===== config.mk =====
export PLATFORM = sky130hd
export DESIGN_NAME = pbrst_ctrl
export DESIGN_NICKNAME = d
export VERILOG_FILES = /design/src/rtl/pbrst_pkg.sv /design/src/rtl/pbrst_sync.sv /design/src/rtl/pbrst_debounce.sv /design/src/rtl/pbrst_seq.sv /design/src/rtl/pbrst_ctrl.sv
export SDC_FILE = /design/constraint.sdc
export NUM_CORES = 1
export LEC_CHECK = 0
export ABC_AREA = 0
export BUFFER_PORTS_ARGS = -buffer_cell sky130_fd_sc_hd__buf_2
export CAP_MARGIN = 25
export CELL_PAD_IN_SITES_DETAIL_PLACEMENT = 2
export CELL_PAD_IN_SITES_GLOBAL_PLACEMENT = 2
export CORE_MARGIN = 3
export CORE_UTILIZATION = 42
export DETAILED_ROUTE_END_ITERATION = 8
export PLACE_DENSITY_LB_ADDON = 0.08
export SLEW_MARGIN = 20
export SYNTH_ARGS = -nofsm -noshare
export SYNTH_HDL_FRONTEND = slang
export SYNTH_SLANG_ARGS = --single-unit

===== constraint.sdc =====
create_clock -name clk_i -period 2.4 [get_ports clk_i]
set_input_delay 0.48 -clock clk_i [delete_from_list [all_inputs] [get_ports clk_i]]
set_output_delay 0.48 -clock clk_i [all_outputs]
set_load 0.01 [all_outputs]

===== src/rtl/pbrst_pkg.sv =====
package pbrst_pkg;

  typedef enum logic [2:0] {
    ST_IDLE,
    ST_PRESS,
    ST_HOLD,
    ST_RELEASE,
    ST_PF_HOLD,
    ST_PF_STRETCH
  } rst_state_e;

  // True on the last cycle of a window of span cycles counted from zero.
  function automatic logic window_end(input int unsigned count, input int unsigned span);
    return count == span - 1;
  endfunction

endpackage


===== src/rtl/pbrst_sync.sv =====
module pbrst_sync #(
  parameter int unsigned STAGES    = 2,
  parameter logic        RESET_VAL = 1'b1
) (
  input  logic clk_i,
  input  logic rst_ni,
  input  logic d_i,
  output logic q_o
);
  logic [STAGES-1:0] shift_q;

  always_ff @(posedge clk_i or negedge rst_ni) begin
    if (!rst_ni) shift_q <= {STAGES{RESET_VAL}};
    else         shift_q <= {shift_q[STAGES-2:0], d_i};
  end

  assign q_o = shift_q[STAGES-1];
endmodule


===== src/rtl/pbrst_debounce.sv =====
module pbrst_debounce #(
  parameter int unsigned DEBOUNCE_CYCLES = 16
) (
  input  logic clk_i,
  input  logic rst_ni,
  input  logic raw_i,
  output logic level_o,
  output logic fall_o
);
  localparam int unsigned DW = $clog2(DEBOUNCE_CYCLES + 1);

  logic [DW-1:0] cnt_q;
  logic          level_q;
  logic          fall_q;
  logic          settle;

  assign settle = (raw_i != level_q) && pbrst_pkg::window_end(32'(cnt_q), DEBOUNCE_CYCLES);

  always_ff @(posedge clk_i or negedge rst_ni) begin
    if (!rst_ni) begin
      cnt_q   <= '0;
      level_q <= 1'b1;
      fall_q  <= 1'b0;
    end else begin
      fall_q <= settle && !raw_i;
      if (raw_i == level_q) begin
        cnt_q <= '0;
      end else if (settle) begin
        level_q <= raw_i;
        cnt_q   <= '0;
      end else begin
        cnt_q <= cnt_q + 1'b1;
      end
    end
  end

  assign level_o = level_q;
  assign fall_o  = fall_q;
endmodule


===== src/rtl/pbrst_seq.sv =====
module pbrst_seq
  import pbrst_pkg::*;
#(
  parameter int unsigned STRETCH_CYCLES = 1000,
  localparam int unsigned CW = $clog2(STRETCH_CYCLES + 1)
) (
  input  logic          clk_i,
  input  logic          rst_ni,
  input  logic          press_i,
  input  logic          btn_level_i,
  input  logic          pwr_fail_i,
  output logic          rst_no,
  output rst_state_e    state_o,
  output logic          stretch_end_o,
  output logic [CW-1:0] count_o
);
  rst_state_e    state_q, state_d;
  logic [CW-1:0] cnt_q, cnt_d;
  logic          in_stretch, stretch_end;
  logic          rst_q;

  assign in_stretch  = state_q inside {ST_PRESS, ST_RELEASE, ST_PF_STRETCH};
  assign stretch_end = in_stretch && window_end(32'(cnt_q), STRETCH_CYCLES);

  always_comb begin
    state_d = state_q;
    cnt_d   = (in_stretch && !stretch_end) ? cnt_q + 1'b1 : '0;
    unique case (state_q)
      ST_IDLE:       if (press_i)      state_d = ST_PRESS;
      ST_PRESS:      if (stretch_end)  state_d = ST_HOLD;
      ST_HOLD:       if (btn_level_i)  state_d = ST_RELEASE;
      ST_RELEASE:    if (stretch_end)  state_d = ST_IDLE;
      ST_PF_HOLD:    if (!pwr_fail_i)  state_d = ST_PF_STRETCH;
      ST_PF_STRETCH: if (stretch_end)  state_d = ST_IDLE;
      default:                         state_d = ST_PF_HOLD;
    endcase
    if (pwr_fail_i) begin
      state_d = ST_PF_HOLD;
      cnt_d   = '0;
    end
  end

  always_ff @(posedge clk_i or negedge rst_ni) begin
    if (!rst_ni) begin
      state_q <= ST_PF_STRETCH;
      cnt_q   <= '0;
      rst_q   <= 1'b0;
    end else begin
      state_q <= state_d;
      cnt_q   <= cnt_d;
      rst_q   <= (state_d == ST_IDLE);
    end
  end

  assign rst_no        = rst_q;
  assign state_o       = state_q;
  assign stretch_end_o = stretch_end;
  assign count_o       = cnt_q;
endmodule


===== src/rtl/pbrst_ctrl.sv =====
module pbrst_ctrl #(
  parameter int unsigned DEBOUNCE_CYCLES = 16,
  parameter int unsigned STRETCH_CYCLES  = 1000
) (
  input  logic clk_i,
  input  logic rst_ni,
  input  logic btn_ni,
  input  logic pwr_fail_i,
  output logic rst_no
);
  localparam int unsigned CW = $clog2(STRETCH_CYCLES + 1);

  logic                  btn_sync_w;
  logic                  btn_level_w;
  logic                  press_w;
  logic                  stretch_end_w;
  logic [CW-1:0]         count_w;
  pbrst_pkg::rst_state_e state_w;

  pbrst_sync #(.STAGES(2), .RESET_VAL(1'b1)) sync_i (
    .clk_i (clk_i),
    .rst_ni(rst_ni),
    .d_i   (btn_ni),
    .q_o   (btn_sync_w)
  );

  pbrst_debounce #(.DEBOUNCE_CYCLES(DEBOUNCE_CYCLES)) deb_i (
    .clk_i  (clk_i),
    .rst_ni (rst_ni),
    .raw_i  (btn_sync_w),
    .level_o(btn_level_w),
    .fall_o (press_w)
  );

  pbrst_seq #(.STRETCH_CYCLES(STRETCH_CYCLES)) seq_i (
    .clk_i        (clk_i),
    .rst_ni       (rst_ni),
    .press_i      (press_w),
    .btn_level_i  (btn_level_w),
    .pwr_fail_i   (pwr_fail_i),
    .rst_no       (rst_no),
    .state_o      (state_w),
    .stretch_end_o(stretch_end_w),
    .count_o      (count_w)
  );
endmodule


==> results.json, run 1 <==
{
  "fmax_mhz": 567,
  "ys_warn_count": 0,
  "wl_per_cell_um": 17.4,
  "p_leak_nw": 0.485,
  "drive_gt1_share_pct": 20.6,
  "antenna_left": 0,
  "clock-root-buffer": "clkbuf_4",
  "drc": 0,
  "startpoint_type": "register",
  "critPathSlowestCell": "or4b_2",
  "crit_type": "reg2reg",
  "crit_path_end_kind": "register",
  "holdWs_ps": 123,
  "syn-num-nets": 105,
  "die_area_mm2": 0.00320,
  "finalWorstSetupSlack_ps": 635,
  "grtUsageTotal_pct": 17.1,
  "wl_um": 2350,
  "synth-edff-count": 0,
  "hold_path.class": "in2async",
  "globalRoute.totalOverflow": 0,
  "grt_max_degree": 24,
  "cts_resized": 0,
  "startpoint": "seq_i.count_o[0]",
  "cts_buffers": 3,
  "cts_tree": "done",
  "rsz0062_at_grt": "no",
  "yosysMostFrequentCell": "dfrtp_1",
  "num_vias": 780,
  "antenna_cells": 0,
  "numPortBuffers": 4,
  "ir_worst_vdd_mv": 0.320,
  "arrival_ps": 1960,
  "die_x_um": 56.6,
  "worstPathMaxFanout": 5,
  "async_flop_share_pct": 100,
  "slowest_delay_ps": 650,
  "core_mm2": 0.00232,
  "synth.distinct_cells": 36,
  "start_util_pct": 46.3,
  "hold_buffers": 0,
  "drt_iter0_drc": 22,
  "netlist_area_mm2": 0.00107,
  "synth_area_leader_cell": "dfrtp_1",
  "dp_slack_ps": 705,
  "grt_pass1_wl_um": 4310,
  "row_count": 17,
  "die_y_um": 56.6,
  "nets": 114,
  "setup_tns_ps": 0,
  "cts_sinks": 23,
  "avgSynthCellArea_um2": 10.8,
  "grt_pass1_vias": 879,
  "status": "finished, final reports clean",
  "netlist_instances": 99,
  "viasPerCell": 5.78,
  "path_cells": "ha_1, nand2_1, or4b_2, nand3_1, a31oi_1",
  "fillers": 251,
  "p_per_area_mw_per_mm2": 539,
  "clkLatencyLatePin_ps": 310,
  "cts.clk_slew.worst_paths_ps": 130,
  "syn2layout_area_growth_pct": 7.58,
  "drv_cap": 0,
  "slew_viol_final": 0,
  "final_hold_viol_count": 0,
  "final_core_utilization_pct": 49.8,
  "synth_common_cells": "dfrtp_1 (18), nor2_1 (12), nand3_1 (10)",
  "gp_congestion": 0.735,
  "htreeDepth": 1,
  "fin_crit_ps": 1760,
  "synth_area_leaders": "dfrtp_1 (42%), dfstp_2 (12%), nand3_1 (4.7%), nor2_1 (4.2%), xnor2_1 (3.3%)",
  "fin_skew_ps": 7.54,
  "drt-pass1-iter-count": 3,
  "antenna_found_initial": 0,
  "io_pins": 5,
  "setup_violations": 0,
  "fin_crit_sh_pct": 73.5,
  "max_slew_margin_pct": 65.0,
  "post_cts_buffers": 0,
  "cp.required_ps": 2600,
  "rr_startpoint": "seq_i.count_o[0]",
  "place_hpwl_um": 1660,
  "synth_top_cell_area_share_pct": 42.0,
  "worstMarginPinSlew_ps": 526,
  "yosys_register_bits": 23,
  "ys.flop_type": "dfrtp_1",
  "clockBufferDepth": 2,
  "ys_seq_area_share_pct": 54.2
}
## area by class of cell
type / instances / area, um^2 / area share, %
Multi-Input combinational cell: 73 / 480 / 41.6
Sequential cell: 23 / 582 / 50.4
Tap cell: 28 / 35.0 / 3.03
Timing Repair Buffer: 4 / 20.0 / 1.73
Inverter: 3 / 11.3 / 0.975
Clock buffer: 4 / 26.3 / 2.28
## critical path, delay by kind of cell, from the launching register on
kind / cells / cell delay, ps
AOI/OAI and AO/OA: 1 / 70
adders and majority gates: 1 / 260
and+or+nand+nor: 3 / 880
DFF: 1 / 440
## sequential cells by signal, indices dropped and copies added, names as in the netlist
| signal | count |
|---|---|
| seq_i.count_o | 10 |
| deb_i.cnt_q | 5 |
| seq_i.state_o | 3 |
| sync_i.shift_q | 2 |
| deb_i.fall_o | 1 |
| deb_i.level_o | 1 |
| seq_i.rst_no | 1 |
## report_power, final
part           internal [mW]  leakage, nW  switching [mW]  total [mW]
logic                 0.0108        0.170          0.0199      0.0307
registers              0.398        0.300         0.00948       0.408
clock network         0.0648       0.0150           0.119       0.184
total                  0.474        0.485           0.148       0.622
## worst paths after layout
check | slack (ps) | to | cells past startpoint
min | 120 | deb_i.fall_o | 1
min reg2reg | 370 | sync_i.shift_q[1] | 0
max in group asynchronous | 1910 | seq_i.state_o[0] | 1
max | 640 | seq_i.count_o[9] | 5
min in group clk_i | 250 | sync_i.shift_q[0] | 1
max reg2reg | 640 | seq_i.count_o[9] | 5
## kinds of logic (layout without fill, tap and decap cells)
family          after synthesis  after routing  synth area share [%]
flops                        23             23                  54.2
compound gates               14             14                  9.32
xor+xnor                      7              7                  5.71
simple gates                 49             49                  26.3
mux                           1              1                  1.05
fa+ha+maj                     2              2                  2.33
buf+inv                       3             11                  1.05
## cells in the final DEF (no fill, tap or decap), types with 4 or more instances in the layout
master | Yosys | routed
dfrtp_1 | 18 | 18
nor2_1 | 12 | 12
nand3_1 | 10 | 10
nand2_1 | 6 | 6
a21oi_1 | 5 | 5
dfstp_2 | 5 | 5
xnor2_1 | 4 | 4
buf_2 | 0 | 4
## stage by stage
stage               cell area, um^2  power, mW  instances
floorplan                      1070      0.428         99
global placement               1130      0.444        131
detailed placement             1130      0.446        131
CTS                            1150      0.628        135
global route                   1150      0.648        135
finish                         1150      0.622        135
## per-layer routing
layer | share of wire, % | routed length (um) | vias up | global-route usage [%]
li1 | - | - | 369 | -
met3 | 1.7 | 41 | 2 | 2.30
met1 | 49 | 1150 | 404 | 24.2
met4 | 0.76 | 18 | 0 | 4.07
met2 | 49 | 1150 | 5 | 27.7
met5 | 0 | 0 | - | 0
Note: power is estimated with default switching activity, not from simulation.
==> inputs of run 2 (changes only) <==
ABC_AREA = 1   (was 0)
CORE_UTILIZATION = 32   (was 42)
clock period = 1.59 ns   (was 2.4 ns; I/O delays follow)
==> run 2 against run 1 <==
Compared with the run above: design area rose by 3.8%; register-to-register slack lost 460 ps; total power grew 53%; largest power group unchanged; first-iteration DRC count grew 95%; maximum frequency grew 24%; sequential cell count unchanged; sequential share of layout area decreased by 1.8 points; synthesized cell count rose by 24%; global-route usage is 3.0 points lower; combinational power grew 67%.
==> results.json, run 2 <==
{
  "synth_top_cell_area_share_pct": 42.4,
  "cp-endpoint": "seq_i.count_o[9]",
  "arrival_ps": 1680,
  "path_common_cell": "nand2_1",
  "clkLatencyLatePin_ps": 320,
  "fin_skew_ps": 5.69,
  "hold_path.class": "in2reg",
  "ir_worst_vdd_mv": 0.439,
  "synth_common_cells": "nand2_1 (23), nor2_1 (22), dfrtp_1 (18)",
  "grt_max_degree": 24,
  "gp_congestion": 0.749,
  "cts_sinks": 23,
  "netlist_instances": 123,
  "yosysMostFrequentCell": "nand2_1",
  "crit_type": "reg2reg",
  "worstRegToRegCells": 8,
  "clockBufferDepth": 2,
  "cts_tree": "done",
  "antenna_found_initial": 0,
  "worstPathMaxFanout": 8,
  "cp.required_ps": 1850,
  "drt_iter0_drc": 43,
  "rr_startpoint": "seq_i.count_o[0]",
  "fin_crit_ps": 1420,
  "netlist_area_mm2": 0.00106,
  "wl_per_cell_um": 13.3,
  "startpoint": "seq_i.count_o[0]",
  "setup_tns_ps": 0,
  "ys.flop_type": "dfrtp_1",
  "avgSynthCellArea_um2": 8.65,
  "crit_family": "simple AND/OR/NAND/NOR gates",
  "die_area_mm2": 0.00405,
  "antenna_left": 0,
  "async_flop_share_pct": 100,
  "reg2reg_slack_ps": 170,
  "fin_crit_sh_pct": 89.2,
  "final_hold_viol_count": 0,
  "synth.distinct_cells": 20,
  "place_hpwl_um": 1830,
  "wl_um": 2360,
  "dp_slack_ps": 92.2,
  "die_y_um": 63.7,
  "setup_violations": 0,
  "rsz0062_at_grt": "no",
  "yosys_register_bits": 23,
  "synth_top_family_by_area": "simple AND/OR/NAND/NOR gates",
  "muxShareOfSynthArea_pct": 0,
  "viasPerCell": 4.66,
  "worstMarginPinSlew_ps": 511,
  "drt-pass1-iter-count": 2,
  "slowest_delay_ps": 430,
  "max_slew_margin_pct": 65.9,
  "p_per_area_mw_per_mm2": 794,
  "largest_register_ffs": 10,
  "cts.clk_slew.worst_paths_ps": 140,
  "grt_pass1_vias": 911,
  "io_pins": 5,
  "crit_path_end_kind": "register",
  "numPortBuffers": 4,
  "synth_xor_area_share_pct": 3.29,
  "synthAdderAreaFrac_pct": 2.35,
  "layout_commonest_cell": "nand2_1",
  "num_vias": 825,
  "nets": 140,
  "antenna_cells": 0,
  "fmax_mhz": 705,
  "globalRoute.totalOverflow": 0,
  "clock-root-buffer": "clkbuf_4",
  "synth-edff-count": 0,
  "path_cells": "ha_1, nand2_2, nor2_4, nand2_1, nand3_4, inv_1, nand2_1, nor2_1",
  "synthSimpleGateAreaFrac_pct": 29.1,
  "ys_warn_count": 0,
  "grtUsageTotal_pct": 14.1,
  "synth_area_leader_cell": "dfrtp_1",
  "syn2layout_area_growth_pct": 12.7,
  "drive_gt1_share_pct": 18.0,
  "synth_compound_area_share_pct": 4.59,
  "reg2reg_to": "seq_i.count_o[9]",
  "p_leak_nw": 0.550,
  "synth_area_leaders": "dfrtp_1 (42%), dfstp_2 (12%), nand2_1 (8.1%), nor2_1 (7.8%), inv_1 (6.0%)",
  "slew_viol_final": 0,
  "drv_cap": 0,
  "status": "finished, final reports clean",
  "die_x_um": 63.7,
  "path_buf_inv": 1,
  "finalWorstSetupSlack_ps": 172,
  "critPathSlowestCell": "dfrtp_1",
  "cts_buffers": 3,
  "htreeDepth": 1,
  "grt_pass1_wl_um": 4310,
  "start_util_pct": 34.3,
  "layout_common_cells": "nand2_1 (23), nor2_1 (22), dfrtp_1 (18)",
  "ys_seq_area_share_pct": 54.7,
  "startpoint_type": "register",
  "drc": 0,
  "core_mm2": 0.00310,
  "syn-num-nets": 129,
  "path_depth": 8,
  "row_count": 20
}
run 2: worst min-delay path by stage:
stage / slack [ps] / from / endpoint / depth (start not counted)
2_1_floorplan: 20 / rst_ni / deb_i.cnt_q[0] / 0
3_3_place_gp: 320 / rst_ni / seq_i.rst_no / 1
3_5_place_dp: 340 / rst_ni / seq_i.rst_no / 1
4_1_cts: 60 / btn_ni / sync_i.shift_q[0] / 1
5_1_grt: 50 / btn_ni / sync_i.shift_q[0] / 1
6_report: 80 / btn_ni / sync_i.shift_q[0] / 1
run 2: final cells by class:
type                    instances  area (um^2)
repair buffers                  6         37.5
clock buffers                   3         22.5
clock inverters                 1         7.51
multi-input cells              83          430
flip-flops and latches         23          582
well taps                      44         55.1
inverters                      17         63.8
fillers                       372         1900
run 2: per-layer routing:
metal	up-vias	global-route usage, %	wire [um]
met1	412	17.5	1100
met4	0	7.28	51
met2	6	23.6	1160
met5	-	0	0
li1	403	-	-
met3	4	2.14	41
run 2: worst reg2reg max path, delay by kind of cell, from the launching register on:
kind	cells	cell delay, ps
buffers and inverters	1	130
and+or+nand+nor	6	570
adders and majority gates	1	230
DFF	1	430
run 2: what timing repair did:
| action | 4_1_cts | 5_1_grt |
|---|---|---|
| setup endpoints to repair | 0 | 5 |
| hold buffers | 1 | 0 |
| setup buffers | 0 | 1 |
| gates resized for setup | 0 | 2 |
| endpoints found under the hold margin | 18 | 0 |
run 2: kinds of logic (layout without fill, tap and decap cells):
family | after synthesis | count (layout)
XOR/XNOR | 4 | 4
AND/OR/NAND/NOR | 68 | 68
buffers and inverters | 17 | 27
AO/OA/AOI/OAI | 9 | 9
adder cells (fa/ha/maj) | 2 | 2
flip-flops | 23 | 23
run 2: metrics by stage:
stage | hold slack (ps) | power [mW] | utilization [%] | cell area, um^2 | cells
global placement | 323 | 0.667 | 36.7 | 1140 | 171
global route | 46.7 | 1.02 | 38.6 | 1200 | 177
detailed placement | 336 | 0.671 | 36.7 | 1140 | 171
finish | 76.9 | 0.951 | 38.6 | 1200 | 177
CTS | 62.0 | 0.973 | 38.0 | 1180 | 176
floorplan | 22.4 | 0.644 | - | 1060 | 123
run 2: power breakdown:
part | leakage, nW | switching, mW | total, mW | internal (mW)
clock network | 0.0139 | 0.193 | 0.289 | 0.0961
logic | 0.235 | 0.0336 | 0.0513 | 0.0177
registers | 0.300 | 0.0102 | 0.611 | 0.601
==> inputs of run 3 (changes only) <==
--- a/config.mk
+++ b/config.mk
@@ -12,3 +12,2 @@
 export CELL_PAD_IN_SITES_GLOBAL_PLACEMENT = 2
-export CORE_MARGIN = 3
 export CORE_UTILIZATION = 32
--- a/constraint.sdc
+++ b/constraint.sdc
@@ -3,2 +3,2 @@
 set_output_delay 0.318 -clock clk_i [all_outputs]
-set_load 0.01 [all_outputs]
+set_load 0.005 [all_outputs]
==> run 3 against run 2 <==
Compared with the run above: global-route usage up 2.1 points; design area down 0.42%; critical path depth unchanged; die area down 12%; combinational power up 2%; via count up 1.8%; setup slack worse by 9.4 ps; utilization down 0.16 points; sequential cell count unchanged; total power up 0.41%; non-clock buffer count unchanged; clock power about the same; highest routed layer unchanged.
==> results.json, run 3 (synthesis gave the netlist of run 2 again) <==
{
  "status": "finished, final reports clean",
  "cts_buffers": 3,
  "critPathSlowestCell": "dfrtp_1",
  "grtUsageTotal_pct": 16.2,
  "antenna_left": 0,
  "final_hold_viol_count": 0,
  "fillers": 372,
  "num_vias": 840,
  "path_cells": "ha_1, nand2_2, nor2_2, nand2_1, nand3_4, inv_2, nand2_1, nor2_1",
  "drive_gt1_share_pct": 18.8,
  "drc": 0,
  "worstMarginPinSlew_ps": 540,
  "die_y_um": 59.7,
  "cts_tree": "done",
  "arrival_ps": 1660,
  "crit_type": "reg2reg",
  "fin_skew_ps": 3.12,
  "wl_per_cell_um": 13.6,
  "nets": 140,
  "htreeDepth": 1,
  "grt_pass1_vias": 916,
  "row_count": 20,
  "cts.clk_slew.worst_paths_ps": 140,
  "clockBufferDepth": 2,
  "worstPathMaxFanout": 8,
  "setup_violations": 0,
  "grt_pass1_wl_um": 4130,
  "dp_slack_ps": 77.5,
  "numPortBuffers": 4,
  "fin_crit_sh_pct": 89.8,
  "die_x_um": 59.7,
  "finalWorstSetupSlack_ps": 162,
  "gp_congestion": 0.763,
  "cp.required_ps": 1820,
  "cts_sinks": 23,
  "wl_um": 2410,
  "p_per_area_mw_per_mm2": 800,
  "io_pins": 5,
  "power_mw": 0.955,
  "path_buf_inv": 1,
  "slowest_delay_ps": 420,
  "antenna_found_initial": 0,
  "drv_cap": 0,
  "hold_path.class": "in2reg",
  "largest_register_ffs": 10,
  "slew_viol_final": 0,
  "start_util_pct": 34.3,
  "clock-root-buffer": "clkbuf_4",
  "globalRoute.totalOverflow": 0,
  "grt_max_degree": 24,
  "layout_common_cells": "nand2_1 (23), nor2_1 (22), dfrtp_1 (18)",
  "max_slew_margin_pct": 64.0,
  "clkLatencyLatePin_ps": 320,
  "antenna_cells": 0,
  "reg2reg_slack_ps": 160,
  "place_hpwl_um": 1850,
  "final_core_utilization_pct": 38.5,
  "fmax_mhz": 700,
  "die_area_mm2": 0.00356,
  "ir_worst_vdd_mv": 0.277,
  "fin_crit_ps": 1430,
  "p_leak_nw": 0.548,
  "startpoint_type": "register",
  "core_mm2": 0.00310,
  "path_common_cell": "nand2_1",
  "crit_path_end_kind": "register",
  "syn2layout_area_growth_pct": 12.2,
  "layout_commonest_cell": "nand2_1",
  "drt-pass1-iter-count": 3,
  "drt_iter0_drc": 26,
  "crit_family": "simple AND/OR/NAND/NOR gates",
  "viasPerCell": 4.75
}
run 3: cell count changes in the layout (fill, tap and decap cells not counted):
cell and change:
nor2_2 +1, inv_2 +1, nor2_4 -1, inv_1 -1
run 3: through the flow:
stage | area (um^2) | setup TNS (ps) | instances | hold slack (ps)
2_1_floorplan | 1060 | 0 | 123 | 22.4
3_3_place_gp | 1140 | 0 | 171 | 324
3_5_place_dp | 1140 | 0 | 171 | 335
4_1_cts | 1180 | 0 | 176 | 53.7
5_1_grt | 1190 | -2.81 | 177 | 52.2
6_report | 1190 | 0 | 177 | 74.1
run 3: report_power, final:
part	leakage [nW]	internal, mW	switching, mW	total (mW)
clock	0.0139	0.0963	0.196	0.292
sequential	0.300	0.601	0.0104	0.611
combinational	0.233	0.0178	0.0343	0.0521
run 3: metal layers:
layer / routed length [um] / vias up / global-route usage (%)
met2: 1220 / 7 / 27.1
met1: 1100 / 425 / 20.6
met4: 50 / 0 / 7.97
met3: 37 / 5 / 1.95
met5: 0 / - / 0
li1: - / 403 / -
run 3: path summary, 6_finish.rpt:
| check | startpoint | to | cells past startpoint |
|---|---|---|---|
| setup / recovery | seq_i.count_o[0] | seq_i.count_o[6] | 8 |
| hold / removal | btn_ni | sync_i.shift_q[0] | 1 |
| setup reg to reg | seq_i.count_o[0] | seq_i.count_o[6] | 8 |
| hold reg to reg | sync_i.shift_q[0] | sync_i.shift_q[1] | 0 |
| max in group asynchronous | rst_ni | sync_i.shift_q[1] | 2 |
| min in group asynchronous | rst_ni | seq_i.rst_no | 2 |
run 3: timing repair:
action / CTS / global route
endpoints found under the hold margin: 18 / 0
endpoints found under the setup margin: 0 / 3
buffers inserted: 0 / 1
resized for setup: 0 / 2
hold buffers: 1 / 0
run 3: cell type report:
type                       count  area, um^2  area share (%)
sequential                    23         582            48.7
multi-input combinational     83         425            35.6
inverter                      17        63.8            5.35
tap                           44        55.1            4.61
timing repair buffer           6        37.5            3.14
clock buffer                   3        22.5            1.89
clock inverter                 1        7.51           0.629
run 3: worst reg2reg max path, cell delays in order, from the launching register on:
cell and delay (ps):
dfrtp_1 420, ha_1 210, nand2_2 100, nor2_2 190
nand2_1 120, nand3_4 130, inv_2 70, nand2_1 60
nor2_1 40
